[config.mk]
export PLATFORM = sky130hd
export DESIGN_NAME = hostdma_stream
export DESIGN_NICKNAME = d
export VERILOG_FILES = /design/src/rtl/hostdma_pkg.sv /design/src/rtl/hostdma_sync.sv /design/src/rtl/hostdma_holding.sv /design/src/rtl/hostdma_seq.sv /design/src/rtl/hostdma_stream.sv
export SDC_FILE = /design/constraint.sdc
export NUM_CORES = 1
export LEC_CHECK = 0
export BUFFER_PORTS_ARGS = -buffer_cell sky130_fd_sc_hd__buf_4
export CAP_MARGIN = 20
export CORE_MARGIN = 2
export CORE_UTILIZATION = 42
export DETAILED_ROUTE_END_ITERATION = 10
export GPL_ROUTABILITY_DRIVEN = 0
export PLACE_DENSITY = 0.77
export SETUP_SLACK_MARGIN = 0.4
export SYNTH_ARGS = -nofsm -noshare
export SYNTH_HDL_FRONTEND = slang
export SYNTH_SLANG_ARGS = --single-unit
[constraint.sdc]
create_clock -name clk -period 1.7 [get_ports clk]
set_input_delay 0.085 -clock clk [delete_from_list [all_inputs] [get_ports clk]]
set_output_delay 0.085 -clock clk [all_outputs]
set_load 0.05 [all_outputs]
[src/rtl/hostdma_pkg.sv]
package hostdma_pkg;
    typedef enum logic [1:0] {
        ST_IDLE = 2'd0,
        ST_REQ  = 2'd1,
        ST_SEND = 2'd2
    } seq_state_t;

    localparam logic [1:0] MODE_OFF   = 2'b00;
    localparam logic [1:0] MODE_LOWST = 2'b10;
endpackage

[src/rtl/hostdma_sync.sv]
module hostdma_sync #(
    parameter int STAGES = 2
) (
    input  logic clk,
    input  logic rst,
    input  logic async_in,
    output logic sync_out
);
    logic [STAGES-1:0] chain_d, chain_q;

    always_comb begin
        chain_d = {chain_q[STAGES-2:0], async_in};
    end

    always_ff @(posedge clk) begin
        if (rst) chain_q <= '0;
        else     chain_q <= chain_d;
    end

    assign sync_out = chain_q[STAGES-1];
endmodule

[src/rtl/hostdma_holding.sv]
module hostdma_holding #(
    parameter int WORD_W = 16
) (
    input  logic              clk,
    input  logic              rst,
    input  logic              wr,
    input  logic [WORD_W-1:0] wr_word,
    input  logic              take,
    output logic [WORD_W-1:0] word,
    output logic              empty
);
    typedef struct packed {
        logic [WORD_W-1:0] word;
        logic              empty;
    } hold_t;

    hold_t h_d, h_q;

    always_comb begin
        h_d = h_q;
        if (take) begin
            h_d.empty = 1'b1;
        end else if (wr && h_q.empty) begin
            h_d.word  = wr_word;
            h_d.empty = 1'b0;
        end
    end

    always_ff @(posedge clk) begin
        if (rst) begin
            h_q.word  <= '0;
            h_q.empty <= 1'b1;
        end else begin
            h_q <= h_d;
        end
    end

    assign word  = h_q.word;
    assign empty = h_q.empty;

    assert_write_taken_R3: assert property (@(posedge clk) disable iff (rst)
        (wr && empty && !take) |=> (!empty && word == $past(wr_word)));
    assert_write_ignored_R3: assert property (@(posedge clk) disable iff (rst)
        (!empty && !take) |=> (!empty && $stable(word)));
    assert_take_only_full_R4: assert property (@(posedge clk) disable iff (rst)
        take |-> !empty);
endmodule

[src/rtl/hostdma_seq.sv]
module hostdma_seq
    import hostdma_pkg::*;
#(
    parameter int WORD_W = 16,
    parameter int BYTE_W = 8
) (
    input  logic              clk,
    input  logic              rst,
    input  logic              stream_on,
    input  logic [1:0]        mode,
    input  logic              hold_empty,
    input  logic [WORD_W-1:0] hold_word,
    input  logic              ack_s,
    output logic              take,
    output logic              req,
    output logic              oe,
    output logic [BYTE_W-1:0] data
);
    localparam int NBYTES = WORD_W / BYTE_W;
    localparam int ADDR_W = (NBYTES > 1) ? $clog2(NBYTES) : 1;
    localparam logic [ADDR_W-1:0] LAST_ADDR = ADDR_W'(NBYTES - 1);

    typedef struct packed {
        seq_state_t        state;
        logic [ADDR_W-1:0] addr;
        logic [WORD_W-1:0] rx;
        logic              rx_full;
    } seq_t;

    seq_t s_d, s_q;
    logic [ADDR_W-1:0] start_addr;
    logic [BYTE_W-1:0] sel_byte;

    always_comb begin
        start_addr = (mode == MODE_LOWST) ? LAST_ADDR : '0;
    end

    always_comb begin
        sel_byte = '0;
        for (int i = 0; i < NBYTES; i++) begin
            if (s_q.addr == ADDR_W'(i))
                sel_byte = s_q.rx[(NBYTES-1-i)*BYTE_W +: BYTE_W];
        end
    end

    always_comb begin
        s_d  = s_q;
        take = 1'b0;
        unique case (s_q.state)
            ST_IDLE: begin
                if (stream_on && !hold_empty && !s_q.rx_full && !ack_s) begin
                    take      = 1'b1;
                    s_d.rx      = hold_word;
                    s_d.rx_full = 1'b1;
                    s_d.addr    = start_addr;
                    s_d.state   = ST_REQ;
                end
            end
            ST_REQ: begin
                if (ack_s) s_d.state = ST_SEND;
            end
            ST_SEND: begin
                if (!ack_s) begin
                    if (s_q.addr == LAST_ADDR) begin
                        s_d.rx_full = 1'b0;
                        s_d.state   = ST_IDLE;
                    end else begin
                        s_d.addr  = s_q.addr + ADDR_W'(1);
                        s_d.state = ST_REQ;
                    end
                end
            end
            default: s_d.state = ST_IDLE;
        endcase
    end

    always_ff @(posedge clk) begin
        if (rst) begin
            s_q.state   <= ST_IDLE;
            s_q.addr    <= '0;
            s_q.rx      <= '0;
            s_q.rx_full <= 1'b0;
        end else begin
            s_q <= s_d;
        end
    end

    assign req  = (s_q.state == ST_REQ);
    assign oe   = (s_q.state == ST_SEND) && ack_s;
    assign data = oe ? sel_byte : '0;

    assert_start_addr_R5: assert property (@(posedge clk) disable iff (rst)
        take |=> (s_q.addr == ((($past(mode)) == MODE_LOWST) ? LAST_ADDR : '0)));
    assert_req_needs_data_R6: assert property (@(posedge clk) disable iff (rst)
        req |-> s_q.rx_full);
    assert_req_oe_excl_R7: assert property (@(posedge clk) disable iff (rst)
        !(req && oe));
    assert_advance_R8: assert property (@(posedge clk) disable iff (rst)
        ($rose(req) && !$past(take)) |-> (s_q.addr == $past(s_q.addr) + ADDR_W'(1)));
    assert_drain_last_R9: assert property (@(posedge clk) disable iff (rst)
        $fell(s_q.rx_full) |-> ($past(s_q.addr) == LAST_ADDR));
endmodule

[src/rtl/hostdma_stream.sv]
module hostdma_stream
    import hostdma_pkg::*;
#(
    parameter int WORD_W = 16,
    parameter int BYTE_W = 8
) (
    input  logic              clk,
    input  logic              rst,
    input  logic              tx_wr,
    input  logic [WORD_W-1:0] tx_word,
    input  logic              irq_en,
    input  logic              dma_en,
    input  logic [1:0]        stream_mode,
    input  logic              xfer_en,
    output logic              tx_empty,
    output logic              svc_req,
    input  logic              host_ack,
    output logic              host_req,
    output logic              host_oe,
    output logic [BYTE_W-1:0] host_data
);
    logic              ack_s;
    logic              take;
    logic [WORD_W-1:0] hold_word;
    logic              stream_on;

    assign stream_on = (stream_mode != MODE_OFF) && xfer_en;

    hostdma_sync #(.STAGES(2)) u_sync (
        .clk      (clk),
        .rst      (rst),
        .async_in (host_ack),
        .sync_out (ack_s)
    );

    hostdma_holding #(.WORD_W(WORD_W)) u_hold (
        .clk     (clk),
        .rst     (rst),
        .wr      (tx_wr),
        .wr_word (tx_word),
        .take    (take),
        .word    (hold_word),
        .empty   (tx_empty)
    );

    hostdma_seq #(.WORD_W(WORD_W), .BYTE_W(BYTE_W)) u_seq (
        .clk        (clk),
        .rst        (rst),
        .stream_on  (stream_on),
        .mode       (stream_mode),
        .hold_empty (tx_empty),
        .hold_word  (hold_word),
        .ack_s      (ack_s),
        .take       (take),
        .req        (host_req),
        .oe         (host_oe),
        .data       (host_data)
    );

    assign svc_req = tx_empty && (irq_en || dma_en);

    assert_copy_gated_R4: assert property (@(posedge clk) disable iff (rst)
        $rose(host_req) |-> $past(stream_on) || $past(host_oe) || $past(ack_s));
    assert_bus_released_R7: assert property (@(posedge clk) disable iff (rst)
        !host_oe |-> (host_data == '0));
endmodule

* Word-level counts from Yosys, hierarchy flattened
Index checks and enable logic that the tools add are counted.
** Storage, ports and cells
- Output and inout bits :: 12
- Flip-flop bits (word level) :: 39
- Word-level logic and storage cells :: 51
** Operators by class
- Mux-type cells :: 15
- Bitwise operators :: 1
- Reductions and logical operators :: 20
- Equal/unequal tests :: 7
- $add $sub $neg :: 1
** Operator list (count)
- $mux W20 :: 1
- $mux W8 :: 2
- $logic_and A1 B1 Y1 :: 7
- $mux W1 :: 7
- $ne A2 B1 Y1 const B :: 3
- $pmux W2 S3 :: 1
- $reduce_and A3 Y1 :: 2
- $eq A2 B2 Y1 const B :: 2
- $pmux W1 S2 :: 2
- $reduce_and A2 Y1 :: 2
- $reduce_and A4 Y1 :: 1
- $reduce_bool A2 Y1 :: 2
- $logic_not A1 Y1 :: 3
- $mux W3 :: 1
- $eq A2 B1 Y1 const B :: 1
- $logic_not A2 Y1 :: 1
- $mux W2 :: 1
- $ne A2 B2 Y1 const B :: 1
- $reduce_or A2 Y1 :: 1
- $add A1 B1 Y1 const B :: 1
- $logic_or A1 B1 Y1 :: 1
- $not A1 Y1 :: 1

* Longest topological paths before layout
- Depth in word-level cells :: 9
- Gate-level depth with buffers :: 6
- Depth with buffers taken out :: 3

* By module
Synthesis repeated with hierarchy kept, for this count alone.
** Unflattened totals
- Cell total of the unflattened synthesis :: 190
- Area total of the unflattened synthesis :: 1870.5 µm²
** Modules (own cells, without submodules)
- hostdma_seq :: instances 1, area an instance 1038.5 µm², cells an instance 110, sequential area each 400.4 µm²
- hostdma_holding :: instances 1, area an instance 764.5 µm², cells an instance 74, sequential area each 340.3 µm²
- hostdma_sync :: instances 1, area an instance 52.6 µm², cells an instance 4, sequential area each 40.0 µm²
- hostdma_stream :: instances 1, area an instance 15.0 µm², cells an instance 2, sequential area each 0.0 µm²

* Worst setup path after synthesis
No wires, ideal clock.
- Path type :: register -> register
- Start point :: register u_hold.empty (netlist name)
- End point :: register u_seq.s_q[10] (netlist bit)
- Period minus slack after synthesis :: 1753 ps
- Cell stages (with the launch flop) :: 6
- Arrival :: 1620 ps
- Setup slack :: -53 ps
- Path buffers :: 2
- Required time :: 1568 ps
- Path through :: dfxtp_1 > or4b_1 > buf_6 > buf_8 > o31ai_2 > a21oi_1
** Between the ends
- Longest elaborated chain between the ends :: 5
** RTL lines
- $logic_not A1 Y1 :: line hostdma_seq.sv:51 : if (stream_on && !hold_empty && !s_q.rx_full && !ack_s) begin
- $logic_and A1 B1 Y1 (3 in a row) :: line hostdma_seq.sv:51
- $reduce_and A2 Y1 (no line)
- to (decl) :: line hostdma_seq.sv:30 : seq_t s_d, s_q;
No other way between the ends.
A chain may end at the register's enable or synchronous reset.

* Worst setup path in the final report
- Start point :: register u_seq.s_q[19] (netlist bit)
- End point :: register u_seq.s_q[15] (netlist bit)
** Between the ends
- Longest elaborated chain between the ends :: 2
** RTL lines
- $logic_not A2 Y1 :: line hostdma_seq.sv:49 : unique case (s_q.state)
- $reduce_and A2 Y1 (no line)
No other way between the ends.

==> out/metrics.yaml <==
flow_run:
  maxCapViolCount: 0
clock_tree:
  cts_htree_levels: 2
  root_buffer: "clkbuf_8"
  clock_sinks: 39
  cts.path.max_buffers: 2
  cts_tree: "built"
  clk_pin_slew_worst_paths_ns: 0.08
  insertion_delay_ns: 0.30
  cts_buffers: 5
drt:
  route.detailed.drc: 0
  wl_per_cell_um: 15.3
  vias_per_cell: 5.40
  wl_mm: 4.53
  antenna_left: 0
  drt_first_iter_violations: 102
  dr.pass1.iters: 4
  vias: 1598
cells_and_area:
  fillers: 312
  antenna_cells: 0
  stdcell_count: 296
  final_cell_area_um2: 2540
  nets: 270
  drive_gt1_frac: 0.415
  syn2layout_area_growth_pct: 45.3
  finish.utilization: 0.635
yosys:
  synth-seq-cells: 39
  syn_area_um2: 1750
  ys_types: 30
  synth_top_cells_by_count: "dfxtp_1 (39), a21oi_1 (34), nand2_1 (33)"
  synthTopCellsByArea: "dfxtp_1 (45%), a21oi_1 (9.7%), o31ai_2 (7.2%)"
  synth.most_common_cell: "dfxtp_1"
  async_flop_share: 0
  mappedNetlistNets: 226
  synth-main-ff-cell: "dfxtp_1"
  netlist.area_leader.share: 0.447
  syn_avg_cell_area_um2: 8.69
  seq_area_frac_synth: 0.447
  synth_enable_flop_cells: 0
  yosysWarnings: 0
  yosysTopAreaCell: "dfxtp_1"
  synth_cells: 201
critical_path:
  crit_required_ns: 1.88
  reg2regPathDepth: 4
  timing.rr.start: "u_seq.s_q[19]"
  r2r_setup_slack_ns: 0.15
  cp-start-kind: "flip-flop"
  worstSetupPathType: "flip-flop to flip-flop"
  crit_path_end_kind: "flip-flop"
  crit_fanout: 4
  cp_data_arrival_time_ns: 1.73
  r2r-end: "u_seq.s_q[15]"
global_routing:
  grt.overflow.total: 0
  grt_pass1_vias: 1387
  gr-usage-all-layers: 0.197
  grt_max_degree: 38
  grt_pass1_wl_mm: 6.69
  antenna_found_initial: 0
sta:
  slew_violations: 0
  tightest_slew_ns: 0.388
  tns_ns: 0
  max-slew-margin-rel: 0.741
  fin_ws_ns: 0.150
  period_share: 0.912
  rsz0062_at_grt: "true"
  fin_crit_ns: 1.55
  hold_viol: 0
  fin_skew_ns: 0.0112
  max_freq_mhz: 645
  setup_viol: 0
placement:
  dpl_worst_slack_ns: 0.0860
  portBuffers: 36
  placed_cells: 276
  dp_hpwl_mm: 2.57
  placed_area_um2: 2090
min_path:
  hold_depth: 3
  worstHoldStart: "tx_word[9]"
  hold_class: "input port to flip-flop"
  hold_end: "u_hold.word[9]"
floorplan:
  die_y_um: 68.5
  rows: 23
  ios: 37
  start_util: 0.437
  die_w_um: 68.5
  core_um2: 4000
  dieArea_um2: 4690
power:
  max-vdd-ir-drop_mv: 0.589
  leakagePower_nw: 0.904
  power_density_nw_per_um2: 756
status:
  status: "finished, final reports clean"
layout by cell type, fill, tap and decap left out, drive strengths merged, types with 2 or more instances in the layout:
cell type	count
a21oi	34
buf	53
clkbuf	8
dfxtp	39
inv	3
mux2i	8
nand2	33
nand2b	2
nand3	2
nand4	17
nor2	11
nor2b	3
o31ai	17
or2	2
flip-flops by register name (all words and copies together), names as in the netlist:
signal / flops
u_hold.empty: 1
u_hold.word: 16
u_seq.s_q: 20
u_sync.chain_q: 2
per-layer routing:
layer | vias up | GRT usage | wire (um)
met4 | 0 | 0.0800 | 81
met2 | 46 | 0.309 | 2180
met1 | 749 | 0.253 | 2060
li1 | 796 | - | -
met5 | - | 0 | 0
met3 | 7 | 0.0601 | 217
cells by family (layout without fill, tap and decap cells):
kind of cell           after synthesis  in the layout  synth area share
buffers and inverters               22             67            0.0645
flip-flops                          39             39             0.447
multiplexers                         8              8            0.0458
AO/OA/AOI/OAI                       54             54             0.213
XOR/XNOR                             1              1           0.00502
AND/OR/NAND/NOR                     77             77             0.224
area by class of cell:
type	count	area (um^2)	share of cell area
clock buffer	6	72.6	0.0286
clock inverter	2	12.5	0.00493
inverter	3	13.8	0.00542
multi-input combinational	140	1040	0.409
sequential	39	795	0.313
tap	50	62.6	0.0246
timing repair buffer	56	546	0.215
where the power goes:
| part | switching, W | total [W] | leakage, nW | internal [W] |
|---|---|---|---|---|
| clock network | 0.000338 | 0.000625 | 0.0412 | 0.000287 |
| registers | 0.0000307 | 0.000979 | 0.320 | 0.000948 |
| logic | 0.000179 | 0.000316 | 0.543 | 0.000137 |
timing repair:
item | 4_1_cts | 5_1_grt
setup endpoints to repair | 29 | 38
pin swaps | 5 | 13
hold buffers | 1 | 0
gates cloned | 3 | 2
resized for setup | 36 | 22
buffers inserted | 4 | 2
endpoints found under the hold margin | 1 | 0
worst max-delay path by stage:
stage	from	endpoint	slack, ns	cells after the start
final	u_seq.s_q[19]	u_seq.s_q[15]	0.15	4
after detailed placement	u_seq.s_q[18]	u_seq.s_q[15]	0.09	4
after CTS	u_hold.empty	u_seq.s_q[14]	0.17	4
after floorplan	u_hold.empty	u_seq.s_q[10]	0.13	5
after global routing	u_hold.empty	u_seq.s_q[9]	0.11	4
after global placement	u_seq.s_q[18]	u_seq.s_q[14]	0.17	4
per-stage QoR:
| step | total power, W | hold slack (ns) |
|---|---|---|
| 2_1_floorplan | 0.00116 | 0.213 |
| 3_3_place_gp | 0.00124 | 0.293 |
| 3_5_place_dp | 0.00124 | 0.299 |
| 4_1_cts | 0.00187 | 0.0234 |
| 5_1_grt | 0.00200 | 0.0233 |
| 6_report | 0.00192 | 0.0235 |
critical path, stage by stage (launching register included):
cell       delay (ns)
dfxtp_2          0.34
or4b_4           0.60
clkbuf_16        0.19
o31ai_4          0.22
a21oi_1          0.09
Note: power is estimated with default switching activity, not from simulation.
